--- src/rtl/deskew_pkg.sv ---
package deskew_pkg;
   localparam logic [7:0] ALIGN_CHAR = 8'h7C;

   typedef struct packed {
      logic       is_k;
      logic [7:0] val;
   } octet_t;
endpackage

--- src/rtl/deskew_mark_find.sv ---
module deskew_mark_find
   import deskew_pkg::*;
(
   input  logic   armed,
   input  octet_t early,
   input  octet_t later,
   output logic   hit,
   output logic   at_later
);
   logic hit_e, hit_l;

   assign hit_e    = armed & early.is_k & (early.val == ALIGN_CHAR);
   assign hit_l    = armed & later.is_k & (later.val == ALIGN_CHAR);
   assign hit      = hit_e | hit_l;
   assign at_later = ~hit_e;
endmodule

--- src/rtl/deskew_lane.sv ---
module deskew_lane
   import deskew_pkg::*;
#(
   parameter int DEPTH = 16,
   parameter int SKW   = 5
) (
   input  logic                       clk,
   input  logic                       rst_n,
   input  logic                       sync_ok,
   input  logic [15:0]                octets,
   input  logic [1:0]                 kflags,
   input  logic                       load,
   input  logic                       running,
   input  logic                       corr_en,
   input  logic                       corr_adv,
   input  logic                       corr_ret,
   output logic                       marked,
   output logic [SKW-1:0]             skew,
   output logic [$clog2(DEPTH)-1:0]   ofs,
   output logic [15:0]                dout,
   output logic [1:0]                 dout_k,
   output logic                       uncorr
);
   localparam int PW      = $clog2(DEPTH);
   localparam int OFS_MIN = 2;
   localparam int OFS_MAX = DEPTH - 2;
   localparam int SK_TOP  = (1 << SKW) - 1;

   octet_t          mem [DEPTH];
   octet_t          early, later;
   logic [PW-1:0]   wp, rd, mark_ptr, ofs_raw, rd_step;
   logic            hit, at_later;
   logic            want_adv, want_ret, at_min, at_max;

   assign early = '{is_k: kflags[0], val: octets[7:0]};
   assign later = '{is_k: kflags[1], val: octets[15:8]};

   deskew_mark_find i_find (
      .armed    (sync_ok & ~marked),
      .early    (early),
      .later    (later),
      .hit      (hit),
      .at_later (at_later)
   );

   assign ofs_raw  = wp - rd;
   assign ofs      = running ? ofs_raw : '0;
   assign want_adv = running & corr_en & corr_adv & ~corr_ret;
   assign want_ret = running & corr_en & corr_ret & ~corr_adv;
   assign at_min   = (ofs_raw == PW'(OFS_MIN));
   assign at_max   = (ofs_raw == PW'(OFS_MAX));

   always_comb begin
      rd_step = PW'(2);
      if (want_adv && !at_min)
         rd_step = PW'(3);
      else if (want_ret && !at_max)
         rd_step = PW'(1);
   end

   always_ff @(posedge clk) begin
      mem[wp]          <= early;
      mem[wp + PW'(1)] <= later;
   end

   always_ff @(posedge clk) begin
      if (!rst_n) begin
         wp       <= '0;
         rd       <= '0;
         mark_ptr <= '0;
         marked   <= 1'b0;
         skew     <= '0;
         dout     <= '0;
         dout_k   <= '0;
         uncorr   <= 1'b0;
      end else begin
         wp <= wp + PW'(2);
         if (hit) begin
            marked   <= 1'b1;
            mark_ptr <= at_later ? wp + PW'(1) : wp;
            skew     <= at_later ? SKW'(1) : SKW'(2);
         end else if (marked && !running) begin
            skew <= (skew >= SKW'(SK_TOP - 1)) ? SKW'(SK_TOP) : skew + SKW'(2);
         end
         if (load)
            rd <= mark_ptr;
         else if (running)
            rd <= rd + rd_step;
         if (running) begin
            dout   <= {mem[rd].val, mem[rd + PW'(1)].val};
            dout_k <= {mem[rd].is_k, mem[rd + PW'(1)].is_k};
         end
         uncorr <= uncorr | (want_adv & at_min) | (want_ret & at_max);
      end
   end
endmodule

--- src/rtl/deskew_ctrl.sv ---
module deskew_ctrl #(
   parameter int LANES = 2,
   parameter int SKW   = 5,
   parameter int LIM   = 12
) (
   input  logic                  clk,
   input  logic                  rst_n,
   input  logic [LANES-1:0]      lane_marked,
   input  logic [LANES*SKW-1:0]  lane_skew,
   output logic                  load,
   output logic                  aligned,
   output logic                  max_skew,
   output logic                  vld
);
   logic over;

   always_comb begin
      over = 1'b0;
      for (int i = 0; i < LANES; i++)
         if (lane_skew[i*SKW +: SKW] > SKW'(LIM))
            over = 1'b1;
   end

   assign load = ~aligned & ~max_skew & (&lane_marked) & ~over;

   always_ff @(posedge clk) begin
      if (!rst_n) begin
         aligned  <= 1'b0;
         max_skew <= 1'b0;
         vld      <= 1'b0;
      end else begin
         aligned  <= aligned | load;
         max_skew <= max_skew | (~aligned & over);
         vld      <= aligned;
      end
   end
endmodule

--- src/rtl/lane_deskew_array.sv ---
module lane_deskew_array #(
   parameter int LANES = 2,
   parameter int DEPTH = 16
) (
   input  logic                             clk,
   input  logic                             rst_n,
   input  logic [LANES-1:0]                 lane_sync,
   input  logic [LANES*16-1:0]              rx_octets,
   input  logic [LANES*2-1:0]               rx_kflag,
   input  logic [LANES-1:0]                 corr_en,
   input  logic [LANES-1:0]                 corr_adv,
   input  logic [LANES-1:0]                 corr_ret,
   output logic [LANES*16-1:0]              dout,
   output logic [LANES*2-1:0]               dout_k,
   output logic                             dout_vld,
   output logic [LANES*$clog2(DEPTH)-1:0]   ptr_ofs,
   output logic [LANES-1:0]                 lane_aligned,
   output logic                             all_aligned,
   output logic                             max_skew,
   output logic [LANES-1:0]                 uncorr_err
);
   localparam int PW  = $clog2(DEPTH);
   localparam int SKW = PW + 1;
   localparam int LIM = DEPTH - 4;

   if ((DEPTH & (DEPTH - 1)) != 0 || DEPTH < 8) begin : g_bad_depth
      $error("lane_deskew_array: DEPTH must be a power of two of at least 8");
   end
   if (LANES < 1) begin : g_bad_lanes
      $error("lane_deskew_array: LANES must be at least 1");
   end

   logic [LANES-1:0]     marked;
   logic [LANES*SKW-1:0] skew;
   logic                 load;

   for (genvar g = 0; g < LANES; g++) begin : g_lane
      deskew_lane #(.DEPTH(DEPTH), .SKW(SKW)) i_lane (
         .clk      (clk),
         .rst_n    (rst_n),
         .sync_ok  (lane_sync[g]),
         .octets   (rx_octets[g*16 +: 16]),
         .kflags   (rx_kflag[g*2 +: 2]),
         .load     (load),
         .running  (all_aligned),
         .corr_en  (corr_en[g]),
         .corr_adv (corr_adv[g]),
         .corr_ret (corr_ret[g]),
         .marked   (marked[g]),
         .skew     (skew[g*SKW +: SKW]),
         .ofs      (ptr_ofs[g*PW +: PW]),
         .dout     (dout[g*16 +: 16]),
         .dout_k   (dout_k[g*2 +: 2]),
         .uncorr   (uncorr_err[g])
      );
   end

   deskew_ctrl #(.LANES(LANES), .SKW(SKW), .LIM(LIM)) i_ctrl (
      .clk         (clk),
      .rst_n       (rst_n),
      .lane_marked (marked),
      .lane_skew   (skew),
      .load        (load),
      .aligned     (all_aligned),
      .max_skew    (max_skew),
      .vld         (dout_vld)
   );

   assign lane_aligned = marked;
endmodule

--- config.mk ---
export PLATFORM = sky130hd
export DESIGN_NAME = lane_deskew_array
export DESIGN_NICKNAME = d
export VERILOG_FILES = /design/src/rtl/deskew_pkg.sv /design/src/rtl/deskew_mark_find.sv /design/src/rtl/deskew_lane.sv /design/src/rtl/deskew_ctrl.sv /design/src/rtl/lane_deskew_array.sv
export SDC_FILE = /design/constraint.sdc
export NUM_CORES = 1
export LEC_CHECK = 0
export ABC_AREA = 1
export BUFFER_PORTS_ARGS = -buffer_cell sky130_fd_sc_hd__buf_2
export CAP_MARGIN = 20
export CORE_MARGIN = 5
export CORE_UTILIZATION = 60
export CTS_CLUSTER_DIAMETER = 150
export CTS_CLUSTER_SIZE = 40
export DETAILED_ROUTE_END_ITERATION = 12
export PLACE_DENSITY = 0.78
export REMOVE_ABC_BUFFERS = 1
export SLEW_MARGIN = 0
export SYNTH_ARGS = -nofsm -noshare
export SYNTH_HDL_FRONTEND = slang
export SYNTH_SLANG_ARGS = --single-unit
--- constraint.sdc ---
create_clock -name clk -period 5.02 [get_ports clk]
set_input_delay 1.004 -clock clk [delete_from_list [all_inputs] [get_ports clk]]
set_output_delay 1.004 -clock clk [all_outputs]
set_load 0.02 [all_outputs]
==> reports/metrics.cfg, run 1 <==
[run_status]
outcome=finished, final reports clean

[route]
detailedRoute.firstIterationViolations=1546
antenna_nets_post_route=0
drc=0
dr.pass1.iters=6
drt-vias-per-instance=5.75
routed_wirelength_um=49000
wl_per_cell_um=17.5
route.vias.total=16100

[run]
timing.max_cap.violations=0

[layout]
area_delta_synth_final_pct=5.10
sequential_cell_area_sq_um=10200
drive_gt1_frac=0.0815
final_common_cell=nand2_1
multiInputGateArea_sq_um=7270
finalCoreUtilization=0.636
final.fill_count=2599
mostFrequentLayoutCells=nand2_1, nand3_1, edfxtp_1
num-nets-final=2453

[power]
ir_drop_mv=0.358
fin_total_pwr_uw=5170
p_leak_uw=0.00908
p_per_area_nw_per_um2=258

[floorplanning]
fp.dieW_um=188
top_level_ports=97
rows=65
initial_standard_cell_utilization_of_the_core=0.605
die-height_um=188
design.core.area_sq_um=31500
die-area_sq_um=35400

[global_routing]
grt_remaining_overflow=0
initial_antenna_violation_count=1
grt_pass1_wl_um=77600
grt.total_usage=0.269
first_global_vias=15300
grt_max_degree=102

[place]
gpl.final_weighted_congestion=0.869
dpl.hpwl_um=29800
io_buf_count=96

[sta]
layout_min_cycle_time_ns=3.64
setup_total_negative_slack_ns=0
setup_viol=0
final_hold_viol_count=0
worst_clock_skew_ns=0.0645
fmax_mhz=275
slew-limit-headroom=0.313
finalCritPeriodShare=0.724
worst_pin_slew_ns=1.03
rsz0062_at_grt=false
final_max_slew_viol_count=0

[clock_tree]
clk_root_buffer_cell=clkbuf_16
cts.sinks=363
cts_inserted_buffers=13
post-cts-setup-buffer-count=0
htree_num_levels=1
cts_buffer_depth=3
tritoncts=done
cts_hold_buffers=0
post_cts_resized=0
worstSkewPairLatency_ns=0.54
cts.reportedPaths.clkPinSlew_ns=0.14

[logic_synthesis]
yosysWarningCount=0
netlist_instances=2372
synth-seq-cells=363
synth-edff-count=288
dominantRegCellSynth=edfxtp_1
async_flop_share=0
syn_avg_cell_area_sq_um=8.03
synth_top_area_share=0.454
synth_area_sq_um=19100
yosysTopAreaCell=edfxtp_1
yosys-top-cells-area=edfxtp_1, nand2_1, nand3_1, dfxtp_1, inv_1
yosysUniqueCellTypes=33
synth.yosys.seq_area_share=0.533

[critical_path]
timing.critical_path.mode_cell=buf_4
worstPathMaxFanout=79
endpoint_required_time_on_the_critical_path_ns=4.02
timing.reg2reg.setup_slack_ns=1.49
criticalPathCategory=reg2out
critical-path-top-delay-family=buffers and inverters
critPathMaxStageDelay_ns=0.69
critical_path_cell_count=5
critical_path.endpoint_type=primary output
cp_cell_sequence=buf_4 > buf_4 > nand2_1 > inv_1 > buf_2
critical_path.n_buffers_inverters=4
timing.rr.start=g_lane[0].i_lane.rd[0]
crit_path_start=g_lane[0].i_lane.rd[0]
timing.critical_path.from_type=flop
cp_data_arrival_time_ns=2.63
reg2regPathDepth=15
worst_path_max_delay_cell=buf_4

[hold_path]
hold_path.startpoint=g_lane[1].i_lane.mark_ptr[0]
worst_hold_path_cell_count=2
hold_path.class=reg2reg

sequential cells by signal, summed over array words and instances, names as in the netlist:
signal                  flops
g_lane.i_lane.dout         32
g_lane.i_lane.dout_k        4
g_lane.i_lane.mark_ptr      8
g_lane.i_lane.marked        2
g_lane.i_lane.mem         288
g_lane.i_lane.rd            8
g_lane.i_lane.skew         10
g_lane.i_lane.uncorr        2
g_lane.i_lane.wp            6
i_ctrl.aligned              1
i_ctrl.max_skew             1
i_ctrl.vld                  1
per-stage QoR:
stage | instances | cell area [sq um] | worst slack [ns] | hold WS (ns)
after global routing | 2796 | 20000 | 1.26 | 0.504
final | 2797 | 20000 | 1.38 | 0.457
after floorplan | 2239 | 18300 | -1.92 | 0.423
after detailed placement | 2774 | 19600 | 1.56 | 0.436
after global placement | 2774 | 19600 | 1.63 | 0.432
after CTS | 2796 | 20000 | 1.43 | 0.457
metal layers:
metal  part of all wire  wire [um]  global-route usage  vias to the layer above
met2               0.50      24400               0.475                      783
met5            0.00014          7                   0                        -
met1               0.38      18400               0.338                     7481
met4              0.045       2190               0.119                        2
li1                   -          -                   -                     7653
met3              0.082       4000              0.0258                      154
kinds of logic after synthesis:
group | synth area share
multiplexers | 0.000525
flip-flops | 0.533
XOR/XNOR | 0.00860
adder cells (fa/ha/maj) | 0.0147
buffers and inverters | 0.0901
AO/OA/AOI/OAI | 0.0113
AND/OR/NAND/NOR | 0.342
cells in the mapped netlist (3+ instances only):
cell type,number
edfxtp_1,288
dfxtp_1,75
clkbuf_1,31
fa_1,4
buf_1,6
nor2_1,132
buf_6,21
nand3_1,464
o21ai_0,18
ha_1,16
inv_2,13
nand4_1,11
a21oi_1,17
nand2_1,914
inv_1,236
nand3_2,3
buf_4,11
buf_2,64
nor3_1,25
xnor2_1,3
path summary, 6_finish.rpt:
check,endpoint
setup / recovery,ptr_ofs[0]
hold / removal,g_lane[1].i_lane.mark_ptr[0]
setup reg to reg,g_lane[0].i_lane.rd[2]
hold reg to reg,g_lane[1].i_lane.mark_ptr[0]
worst min-delay path, cell delays in order, from the launching register on:
cell and delay, ns:
dfxtp_1 0.34, inv_1 0.05, a21oi_1 0.05
cell type report:
type,instances,area share
Multi-Input combinational cell,1626,0.363
Antenna cell,1,0.000125
Tap cell,402,0.0251
Clock inverter,2,0.00194
Inverter,250,0.0471
Clock buffer,20,0.0176
Sequential cell,363,0.507
Timing Repair Buffer,133,0.0379
report_power, final:
group          switching, uW  internal, uW  total [uW]
clock                    897           512        1410
sequential              55.7          3360        3420
combinational            240           104         344
Power figures use the tool's default switching activity.
==> inputs of run 2 (changes only) <==
Settings changed: CORE_UTILIZATION 60 to 56, PLACE_DENSITY 0.78 to 0.77.
Clock period 5.02 ns to 3.22 ns, I/O delays scaled along.
==> reports/metrics.cfg, run 2 (same netlist as run 1, synthesis figures left out) <==
[power]
power_frac_clock=0.271  ; was 0.272
switching_share=0.231  ; about the same
combinationalPowerShare=0.069  ; was 0.067
p_per_area_nw_per_um2=398  ; was 258 nW/um^2
fin_total_pwr_uw=8060  ; was 5170 uW
sequential_power_share=0.660  ; was 0.661
p_sw_uw=1860  ; was 1190 uW
p_leak_uw=0.00918  ; was 0.00908 uW
ir_drop_mv=0.454  ; was 0.358 mV
intPower_uw=6200  ; was 3980 uW

[global_routing]
first_global_vias=15800  ; was 15.3k
grt_remaining_overflow=0  ; unchanged
grt_pass1_wl_um=80600  ; was 77,600 um
grt.total_usage=0.261  ; was 0.269
grt_max_degree=123  ; was 102
initial_antenna_violation_count=3  ; was 1

[layout]
drive_gt1_frac=0.0887  ; was 0.0815
num_antenna_cells=0  ; was 1
mostFrequentLayoutCells=nand2_1, nand3_1, edfxtp_1  ; unchanged
top_regs=g_lane.i_lane.mem x288, g_lane.i_lane.dout x32, g_lane.i_lane.skew x10  ; unchanged
final_common_cell=nand2_1  ; unchanged
largest_register_ffs=288  ; unchanged
num-nets-final=2473  ; was 2,453
register_ranked_first_by_flip_flop_count=g_lane.i_lane.mem  ; unchanged
area_delta_synth_final_pct=6.23  ; was 5.10%
fin_area_sq_um=20200  ; was 20,000 sq um

[critical_path]
cp_cell_sequence=buf_4 > buf_4 > nand2_1 > inv_1 > buf_2  ; unchanged
timing.critical_path.from_type=flop  ; unchanged
critical_path.n_buffers_inverters=4  ; unchanged
timing.reg2reg.setup_slack_ns=0.28  ; was 1.49 ns
critPathMaxStageDelay_ns=0.75  ; was 0.69 ns
worstPathMaxFanout=89  ; was 79
timing.critical_path.mode_cell=buf_4  ; unchanged
critical_path.endpoint_type=primary output  ; unchanged
worst_path_max_delay_cell=buf_4  ; unchanged
criticalPathCategory=reg2out  ; unchanged
cp_data_arrival_time_ns=2.38  ; was 2.63 ns
timing.rr.start=g_lane[0].i_lane.wp[1]  ; was g_lane[0].i_lane.rd[0]
reg2regPathDepth=15  ; unchanged
critical-path-top-delay-family=buffers and inverters  ; unchanged
endpoint_required_time_on_the_critical_path_ns=2.58  ; was 4.02 ns
reg2reg_end=g_lane[0].i_lane.rd[2]  ; unchanged

[clock_tree]
cts.reportedPaths.clkPinSlew_ns=0.15  ; was 0.14 ns
tritoncts=done  ; unchanged
cts.sinks=363  ; unchanged
cts_inserted_buffers=13  ; unchanged
htree_num_levels=1  ; unchanged
cts_buffer_depth=3  ; unchanged
worstSkewPairLatency_ns=0.53  ; was 0.54 ns
clk_root_buffer_cell=clkbuf_16  ; unchanged
post-cts-setup-buffer-count=0  ; unchanged
post_cts_resized=0  ; unchanged
cts_hold_buffers=0  ; unchanged

[sta]
final_max_slew_viol_count=0  ; unchanged
worst_clock_skew_ns=0.0646  ; was 0.0645 ns
worst_pin_slew_ns=0.953  ; was 1.03 ns
finalCritPeriodShare=0.939
layout_min_cycle_time_ns=3.02
final_hold_viol_count=0  ; unchanged
slew-limit-headroom=0.364  ; was 0.313
rsz0062_at_grt=false  ; unchanged
fmax_mhz=331
setup_viol=0  ; unchanged

[floorplanning]
die-height_um=194  ; was 188 um
fp.dieW_um=194  ; was 188 um
die-area_sq_um=37800  ; was 35,400 sq um
rows=67  ; was 65
design.core.area_sq_um=33500  ; was 31,500 sq um
top_level_ports=97  ; unchanged
initial_standard_cell_utilization_of_the_core=0.568  ; was 0.605

[hold_path]
hold_path.startpoint=rx_octets[12]  ; was g_lane[1].i_lane.mark_ptr[0]
hold-path-endpoint=g_lane[0].i_lane.mem[5][4]  ; was g_lane[1].i_lane.mark_ptr[0]
hold_path.class=in2reg  ; was reg2reg
worst_hold_path_cell_count=1  ; was 2

[place]
place_area_sq_um=19800  ; was 19,600 sq um
gpl.final_weighted_congestion=0.845  ; was 0.869
io_buf_count=96  ; unchanged
dpl.hpwl_um=31500  ; was 29,800 um

[route]
dr.pass1.iters=6  ; unchanged
detailedRoute.firstIterationViolations=1401  ; was 1,546
drc=0  ; unchanged
wl_per_cell_um=17.7  ; was 17.5 um
route.vias.total=16100  ; about the same
routed_wirelength_um=50600  ; was 49,000 um
antenna_nets_post_route=0  ; unchanged
drt-vias-per-instance=5.64  ; was 5.75

[run]
timing.max_cap.violations=0  ; unchanged

[run_status]
outcome=finished, final reports clean  ; unchanged

## run 2: cell count changes in the layout (fill, tap and decap cells not counted)
cell	previous run	this run
buf_16	0	1
buf_4	37	56
clkinv_2	0	1
diode_2	1	0
inv_4	2	1
inv_6	1	0
## run 2: final cells by class
cell class	count	area, sq um
multi-input cells	1626	7270
fillers	2817	13300
repair buffers	153	928
well taps	448	561
flip-flops and latches	363	10200
clock buffers	20	352
inverters	250	942
clock inverters	1	30.0
## run 2: power groups by stage
stage | clock [uW] | sequential [uW] | combinational [uW]
2_1_floorplan | 0 | 5420 | 306
3_3_place_gp | 0 | 5420 | 531
3_5_place_dp | 0 | 5430 | 551
4_1_cts | 2210 | 5320 | 553
5_1_grt | 2380 | 5340 | 620
6_report | 2180 | 5320 | 558
## run 2: worst max-delay path by stage
stage / slack, ns / endpoint / startpoint / depth (start not counted)
finish: 0.20 / ptr_ofs[4] / g_lane[1].i_lane.rd[0] / 5
global route: 0.03 / g_lane[1].i_lane.rd[2] / g_lane[1].i_lane.wp[2] / 14
CTS: 0.19 / ptr_ofs[4] / g_lane[1].i_lane.rd[0] / 5
detailed placement: 0.39 / g_lane[0].i_lane.rd[2] / g_lane[0].i_lane.wp[1] / 15
global placement: 0.53 / g_lane[0].i_lane.rd[2] / g_lane[0].i_lane.wp[1] / 15
floorplan: -3.72 / g_lane[0].i_lane.rd[2] / g_lane[0].i_lane.rd[0] / 13
## run 2: metal layers
layer / share of wire / global-route usage / vias up
met1: 0.36 / 0.310 / 7411
met5: 0.0010 / 0 / -
met3: 0.089 / 0.0369 / 191
met4: 0.056 / 0.133 / 6
li1: - / - / 7691
met2: 0.49 / 0.460 / 828
## run 2: stage by stage
step / instances / hold slack (ns) / util / TNS (ns) / worst slack [ns]
floorplan: 2239 / 0.423 / - / -121.43 / -3.72
global placement: 2839 / 0.433 / 0.591 / 0 / 0.533
detailed placement: 2839 / 0.438 / 0.591 / 0 / 0.391
CTS: 2860 / 0.410 / 0.603 / 0 / 0.194
global route: 2861 / 0.413 / 0.604 / 0 / 0.0273
finish: 2861 / 0.420 / 0.604 / 0 / 0.197
